`src/rtl/dvfs_sel_pkg.sv`:
```
package dvfs_sel_pkg;
  localparam int NUM_LVL = 4;
  localparam int LVL_W   = $clog2(NUM_LVL);
  localparam int DIV_W   = 3;
  localparam int SRC_W   = 2;
  localparam int WORD_W  = 32;
  localparam int HALF_W  = WORD_W / 2;
  localparam int DIV_POS = 13;
  localparam int SEL_POS = 11;
  localparam int SRC_POS = 9;

  typedef struct packed {
    logic [DIV_W-1:0] div;
    logic [SRC_W-1:0] src;
    logic             sel;
  } clk_cfg_t;

  typedef enum logic [1:0] {TRK_NONE, TRK_RUN, TRK_OK} trk_t;

  // Even levels sit in the upper half of their word.
  function automatic logic lvl_upper(input int lvl);
    return (lvl % 2) == 0;
  endfunction

  function automatic clk_cfg_t unpack_desc(input logic [WORD_W-1:0] word, input logic upper);
    clk_cfg_t d;
    int base;
    base  = upper ? HALF_W : 0;
    d.div = word[base+DIV_POS +: DIV_W];
    d.src = word[base+SRC_POS +: SRC_W];
    d.sel = word[base+SEL_POS];
    return d;
  endfunction
endpackage

```
`src/rtl/dvfs_desc_bank.sv`:
```
module dvfs_desc_bank
  import dvfs_sel_pkg::*;
(
  input  logic [WORD_W-1:0]          hi_word,
  input  logic [WORD_W-1:0]          lo_word,
  output clk_cfg_t [NUM_LVL-1:0]     desc_o
);
  localparam int PER_WORD = 2;

  for (genvar g = 0; g < NUM_LVL; g++) begin : g_lvl
    if (g < PER_WORD) begin : g_hi
      assign desc_o[g] = unpack_desc(hi_word, lvl_upper(g));
    end else begin : g_lo
      assign desc_o[g] = unpack_desc(lo_word, lvl_upper(g));
    end
  end

  logic unused_word_bits;
  assign unused_word_bits = ^{hi_word, lo_word};
endmodule

```
`src/rtl/dvfs_match_scan.sv`:
```
module dvfs_match_scan
  import dvfs_sel_pkg::*;
(
  input  clk_cfg_t [NUM_LVL-1:0] desc_i,
  input  logic [DIV_W-1:0]       div_i,
  output logic                   hit_o,
  output logic [LVL_W-1:0]       lvl_o
);
  // Scan from the slowest level down so the lowest index wins.
  always_comb begin
    hit_o = 1'b0;
    lvl_o = '0;
    for (int i = NUM_LVL-1; i >= 0; i--) begin
      if (desc_i[i].div == div_i) begin
        hit_o = 1'b1;
        lvl_o = LVL_W'(i);
      end
    end
  end
endmodule

```
`src/rtl/dvfs_dwell_timer.sv`:
```
module dvfs_dwell_timer
  import dvfs_sel_pkg::*;
#(
  parameter int CNT_W = 25
) (
  input  logic             clk,
  input  logic             rst_n,
  input  logic             start_i,
  input  logic             mark_i,
  input  logic             clear_i,
  input  logic [CNT_W-1:0] dwell_i,
  output logic             ok_o,
  output logic             expire_o
);
  trk_t             trk_q;
  logic [CNT_W-1:0] cnt_q;
  logic [CNT_W:0]   cnt_inc;

  assign cnt_inc  = {1'b0, cnt_q} + 1'b1;
  assign expire_o = (trk_q == TRK_RUN) && (cnt_inc >= {1'b0, dwell_i});
  assign ok_o     = (trk_q == TRK_OK);

  always_ff @(posedge clk or negedge rst_n) begin
    if (!rst_n) begin
      trk_q <= TRK_NONE;
      cnt_q <= '0;
    end else if (clear_i) begin
      trk_q <= TRK_NONE;
    end else if (start_i) begin
      trk_q <= TRK_RUN;
      cnt_q <= '0;
    end else if (mark_i || expire_o) begin
      trk_q <= TRK_OK;
    end else if (trk_q == TRK_RUN) begin
      cnt_q <= cnt_inc[CNT_W-1:0];
    end
  end


  ok_entry_chk: assert property (@(posedge clk) disable iff (!rst_n)
    (trk_q == TRK_OK && $past(trk_q) != TRK_OK) |-> ($past(mark_i) || $past(expire_o)));


  start_run_chk: assert property (@(posedge clk) disable iff (!rst_n)
    (start_i && !clear_i) |=> (trk_q == TRK_RUN && cnt_q == '0));
endmodule

```
`src/rtl/dvfs_out_sel.sv`:
```
module dvfs_out_sel
  import dvfs_sel_pkg::*;
(
  input  logic                   dyn_en,
  input  logic [LVL_W-1:0]       lvl_i,
  input  clk_cfg_t [NUM_LVL-1:0] desc_i,
  input  logic [SRC_W-1:0]       st_src,
  input  logic [DIV_W-1:0]       st_div,
  input  logic                   st_sel,
  output logic [SRC_W-1:0]       src_o,
  output logic [DIV_W-1:0]       div_o,
  output logic                   sel_o
);
  clk_cfg_t cur;

  always_comb begin
    if (dyn_en) begin
      cur = desc_i[lvl_i];
    end else begin
      cur.div = st_div;
      cur.src = st_src;
      cur.sel = st_sel;
    end
  end

  assign src_o = cur.src;
  assign div_o = cur.div;
  assign sel_o = cur.sel;
endmodule

```
`src/rtl/dvfs_level_ctrl.sv`:
```
module dvfs_level_ctrl
  import dvfs_sel_pkg::*;
#(
  parameter int CNT_W = 25
) (
  input  logic              clk,
  input  logic              rst_n,
  input  logic              dyn_en,
  input  logic [31:0]       cfg_hi_word,
  input  logic [31:0]       cfg_lo_word,
  input  logic [1:0]        static_src,
  input  logic [2:0]        static_div,
  input  logic              static_sel,
  input  logic              base_fast,
  input  logic              rate_fast,
  input  logic              req_valid,
  input  logic [2:0]        req_div,
  input  logic [CNT_W-1:0]  dwell_cycles,
  output logic [1:0]        lvl_o,
  output logic [1:0]        src_o,
  output logic [2:0]        div_o,
  output logic              sel_o,
  output logic              busy_o,
  output logic              done_o,
  output logic              err_o
);
  localparam logic [LVL_W-1:0] LVL_TOP = LVL_W'(0);
  localparam logic [LVL_W-1:0] LVL_MID = LVL_W'(1);

  typedef enum logic {ST_IDLE, ST_RAMP} st_t;

  st_t              st_q;
  logic [LVL_W-1:0] lvl_q;
  logic             done_q, err_q;

  clk_cfg_t [NUM_LVL-1:0] descs;
  logic             hit;
  logic [LVL_W-1:0] hit_lvl;
  logic             tmr_ok, tmr_expire;

  // Named events
  logic accept, ev_reject, ev_same, ev_go;
  logic ramp_needed, ramp_finish;
  logic tmr_start, tmr_mark, tmr_clear;

  dvfs_desc_bank u_bank (
    .hi_word (cfg_hi_word),
    .lo_word (cfg_lo_word),
    .desc_o  (descs)
  );

  dvfs_match_scan u_scan (
    .desc_i (descs),
    .div_i  (req_div),
    .hit_o  (hit),
    .lvl_o  (hit_lvl)
  );

  assign accept      = req_valid && (st_q == ST_IDLE);
  assign ev_reject   = accept && (!dyn_en || !hit);
  assign ev_same     = accept && dyn_en && hit && (hit_lvl == lvl_q);
  assign ev_go       = accept && dyn_en && hit && (hit_lvl != lvl_q);
  assign ramp_needed = ev_go && (hit_lvl == LVL_TOP) && base_fast && rate_fast && !tmr_ok;
  assign ramp_finish = (st_q == ST_RAMP) && tmr_expire;

  assign tmr_start = (ev_go && hit_lvl == LVL_MID && lvl_q != LVL_TOP) || ramp_needed;
  assign tmr_mark  = ev_go && hit_lvl == LVL_MID && lvl_q == LVL_TOP;
  assign tmr_clear = (ev_go && hit_lvl[LVL_W-1])
                   || (ev_go && hit_lvl == LVL_TOP && !ramp_needed)
                   || ramp_finish;

  dvfs_dwell_timer #(.CNT_W(CNT_W)) u_timer (
    .clk      (clk),
    .rst_n    (rst_n),
    .start_i  (tmr_start),
    .mark_i   (tmr_mark),
    .clear_i  (tmr_clear),
    .dwell_i  (dwell_cycles),
    .ok_o     (tmr_ok),
    .expire_o (tmr_expire)
  );

  always_ff @(posedge clk or negedge rst_n) begin
    if (!rst_n) begin
      st_q   <= ST_IDLE;
      lvl_q  <= LVL_TOP;
      done_q <= 1'b0;
      err_q  <= 1'b0;
    end else begin
      done_q <= ev_same || (ev_go && !ramp_needed) || ramp_finish;
      err_q  <= ev_reject;
      if (ramp_needed) begin
        st_q  <= ST_RAMP;
        lvl_q <= LVL_MID;
      end else if (ev_go) begin
        lvl_q <= hit_lvl;
      end else if (ramp_finish) begin
        st_q  <= ST_IDLE;
        lvl_q <= LVL_TOP;
      end
    end
  end

  dvfs_out_sel u_out (
    .dyn_en (dyn_en),
    .lvl_i  (lvl_q),
    .desc_i (descs),
    .st_src (static_src),
    .st_div (static_div),
    .st_sel (static_sel),
    .src_o  (src_o),
    .div_o  (div_o),
    .sel_o  (sel_o)
  );

  assign lvl_o  = lvl_q;
  assign busy_o = (st_q == ST_RAMP);
  assign done_o = done_q;
  assign err_o  = err_q;


  busy_mid_lvl_chk: assert property (@(posedge clk) disable iff (!rst_n)
    busy_o |-> lvl_o == LVL_MID);


  ramp_entry_chk: assert property (@(posedge clk) disable iff (!rst_n)
    ramp_needed |=> (busy_o && lvl_o == LVL_MID && !done_o));


  reject_keeps_lvl_chk: assert property (@(posedge clk) disable iff (!rst_n)
    err_o |-> lvl_o == $past(lvl_o));


  busy_no_result_chk: assert property (@(posedge clk) disable iff (!rst_n)
    (busy_o && !tmr_expire) |=> (!err_o && !done_o));


  pulse_excl_chk: assert property (@(posedge clk) disable iff (!rst_n)
    $onehot0({done_o, err_o}));
endmodule

```
`config.mk`:
```
export PLATFORM = sky130hd
export DESIGN_NAME = dvfs_level_ctrl
export DESIGN_NICKNAME = d
export VERILOG_FILES = /design/src/rtl/dvfs_sel_pkg.sv /design/src/rtl/dvfs_desc_bank.sv /design/src/rtl/dvfs_match_scan.sv /design/src/rtl/dvfs_dwell_timer.sv /design/src/rtl/dvfs_out_sel.sv /design/src/rtl/dvfs_level_ctrl.sv
export SDC_FILE = /design/constraint.sdc
export NUM_CORES = 1
export LEC_CHECK = 0
export BUFFER_PORTS_ARGS = -buffer_cell sky130_fd_sc_hd__buf_2
export CAP_MARGIN = 10
export CORE_MARGIN = 5
export CORE_UTILIZATION = 51
export CTS_CLUSTER_SIZE = 10
export DETAILED_ROUTE_END_ITERATION = 6
export PLACE_DENSITY = 0.79
export SETUP_SLACK_MARGIN = 0.15
export SYNTH_ARGS = -nofsm -noshare
export SYNTH_HDL_FRONTEND = slang
export SYNTH_SLANG_ARGS = --single-unit
```
`constraint.sdc`:
```
create_clock -name clk -period 4.5 [get_ports clk]
set_input_delay 0 -clock clk [delete_from_list [all_inputs] [get_ports clk]]
set_output_delay 0 -clock clk [all_outputs]
set_load 0.01 [all_outputs]
```
==> results.cfg <==
[yosys]
synthArstFlopShare_pct = 100
syn_area_per_cell_um2 = 9.00
ys_seq_area_share_pct = 25.3
synth-edff-count = 0
synthesis.area_mm2 = 0.00317
ys_warn_count = 0
synth_nets = 482
syn_inst = 352
synth_seq_cells = 32
synth_ff_type = dfrtp_1
yosys.cell_types.count = 56

[drt]
vias = 2911
route.detailed.drc = 0
drt-initial-drc-count = 127
wirelength_mm = 7.69
wl_per_cell_um = 15.1
via_per_inst = 5.73
antenna_left = 0
first_pass_iters = 4

[floorplan]
die-area_mm2 = 0.00789
start_util_pct = 52.9
die_h_um = 88.8
boundaryPins = 115
placementRows = 28
core_area_mm2 = 0.00599
die-width_um = 88.8

[clock_tree]
tritoncts = yes
cts.sinks = 32
clk_pin_slew_ps = 70
clock_latency_ps = 290
cts.htree.levels = 2
cts_buffer_depth = 2
root_buffer = clkbuf_8
numCtsBuffers = 5

[place]
dp_hpwl_mm = 5.96
place_congestion = 0.834
portBuffers = 74

[critical_path]
crit_path_start_kind = flop
worstPathRequired_ps = 4680
startpoint = u_timer.cnt_q[9]
crit_fanout = 19
r2r-end = u_timer.cnt_q[12]
worstRegToRegCells = 14
r2r_slack_ps = 410
cp-endpoint = u_timer.cnt_q[12]
arrival_ps = 4260
reg2reg_from = u_timer.cnt_q[9]
cp-end-kind = flop
crit_type = reg -> reg

[sta]
finalSetupTns_ps = 0
setup_violations = 0
slew_headroom_pct = 51.3
hold_slack_ps = 64.1
fin_crit_ps = 4090
fin_skew_ps = 10.2
fmax_ghz = 0.245
hold_viol_final = 0
finalCritPeriodShare_pct = 90.8
rsz0062_at_grt = yes
worstMarginPinSlew_ps = 731
drv_slew = 0

[grt]
first_global_vias = 2930
globalRouteOverflowTotal = 0
grt_pass1_wl_mm = 13.0
antenna_found_initial = 0
grt_max_degree = 33
grt.total_usage_pct = 20.7

[pwr]
switchingPower_mw = 0.452
p_int_mw = 0.716
share_seq_of_total_power_pct = 33.6
clockPowerShare_pct = 20.0
combPwrFrac_pct = 46.4
vdd_ir_drop_max_mv = 0.247
leakagePower_nw = 1.89
power_density_mw_per_mm2 = 310
netSwitchingFraction_pct = 38.7

[final_layout]
drive_gt1_share_pct = 30.7
nets = 562
diodes = 0
fillers = 512
final_core_util_pct = 62.9
syn2layout_area_growth_pct = 18.8

[status]
status = complete, no violations

[hold_path]
min_path_type = in -> reg

[job]
drv_cap = 0
final cells by class:
class                   instances  area, µm²  share of cell area, %
clock buffers                   6       82.6                   2.19
clock inverters                 2       10.0                  0.266
inverters                      27        101                   2.69
multi-input cells             276       2170                   57.6
flip-flops and latches         32        801                   21.3
well taps                      75       93.8                   2.49
repair buffers                 90        508                   13.5
cell families (layout without fill, tap and decap cells):
| group | after synthesis | in the layout | share of synthesized area (%) |
|---|---|---|---|
| flops | 32 | 32 | 25.3 |
| mux | 14 | 14 | 7.07 |
| fa+ha+maj | 26 | 26 | 10.3 |
| buf+inv | 44 | 125 | 7.07 |
| simple gates | 124 | 124 | 21.6 |
| compound gates | 78 | 78 | 18.7 |
| xor+xnor | 34 | 34 | 10.1 |
power groups by stage:
stage | Combinational [mW] | Clock (mW) | Sequential, mW
2_1_floorplan | 0.394 | 0 | 0.371
3_3_place_gp | 0.523 | 0 | 0.397
3_5_place_dp | 0.537 | 0 | 0.400
4_1_cts | 0.541 | 0.238 | 0.394
5_1_grt | 0.598 | 0.252 | 0.402
6_report | 0.542 | 0.233 | 0.393
worst min-delay path by stage:
stage / startpoint / end / slack [ps] / cells past startpoint
floorplan: rst_n / busy_o / -300 / 0
global placement: rst_n / u_timer.cnt_q[11] / 100 / 1
detailed placement: rst_n / u_timer.cnt_q[11] / 100 / 1
CTS: dyn_en / err_o / 60 / 2
global route: dyn_en / err_o / 70 / 2
finish: dyn_en / err_o / 60 / 2
critical path: stages (launching register included):
cell     delay [ps]
dfrtp_1         440
nand4_1         240
nor4_4          370
and4_1          280
nand3_1         140
nor2_1          240
xor2_1          100
ha_1            310
nand3_1         190
nor4_2          470
o21ai_0         190
a31oi_2         290
nor3_4          120
and2_4          240
a221o_1         360
routing by layer:
metal | part of all wire, % | wire [µm] | global-route usage [%]
met5 | 0 | 0 | 0
met4 | 1.0 | 80 | 5.63
met3 | 5.7 | 435 | 2.79
met2 | 48 | 3710 | 35.5
met1 | 45 | 3460 | 27.2
placed cells by master, fill, tap and decap left out, drive strengths merged, types with 3 or more instances in the layout:
| cell type | count |
|---|---|
| a211o | 3 |
| a211oi | 3 |
| a21oi | 23 |
| a221o | 6 |
| a22o | 13 |
| a31oi | 3 |
| and2 | 6 |
| and3 | 9 |
| buf | 88 |
| clkbuf | 6 |
| dfrtp | 32 |
| ha | 26 |
| inv | 27 |
| mux2 | 7 |
| mux4 | 6 |
| nand2 | 28 |
| nand3 | 23 |
| nand4 | 12 |
| nor2 | 19 |
| nor2b | 5 |
| nor3 | 6 |
| nor4 | 3 |
| o211ai | 5 |
| o21ai | 10 |
| or2 | 5 |
| xnor2 | 24 |
| xor2 | 10 |
cells in the mapped netlist (2+ instances only):
cell	count	area, µm²
a211o_1	3	26.3
a211oi_1	3	22.5
a21bo_2	2	20.0
a21oi_1	22	110
a221o_1	6	60.1
a22o_1	13	114
a31oi_1	3	18.8
and2_1	5	31.3
and3_1	9	56.3
and4_1	2	17.5
and4b_1	2	20.0
buf_2	5	25.0
buf_6	7	78.8
clkbuf_1	4	15.0
dfrtp_1	32	801
ha_1	26	325
inv_1	27	101
mux2_2	7	78.8
mux4_2	6	135
nand2_1	28	105
nand3_1	21	105
nand3b_1	2	15.0
nand4_1	12	75.1
nor2_1	19	71.3
nor2b_1	5	31.3
nor3_1	5	25.0
nor4_1	2	12.5
o211ai_1	4	30.0
o21ai_0	9	45.0
or2_2	4	25.0
xnor2_1	21	184
xnor2_2	3	48.8
xor2_1	10	87.6
sequential cells by signal, summed over array words and instances (netlist names):
name	cells
done_o	1
lvl_o	2
err_o	1
busy_o	1
u_timer.trk_q	2
u_timer.cnt_q	25
metrics by stage:
stage	area, µm²	setup WS (ps)	instances	total power, mW
detailed placement	3630	286	498	0.937
floorplan	3170	640	352	0.765
global placement	3630	372	498	0.920
CTS	3740	264	508	1.17
global route	3770	94.6	508	1.25
finish	3770	415	508	1.17
repair_timing:
action	4_1_cts	5_1_grt
gates resized for setup	0	4
setup buffers	0	0
hold buffers	2	0
endpoints found under the hold margin	33	0
setup endpoints to repair	0	25
No activity file was read; power rests on OpenSTA's default activity.
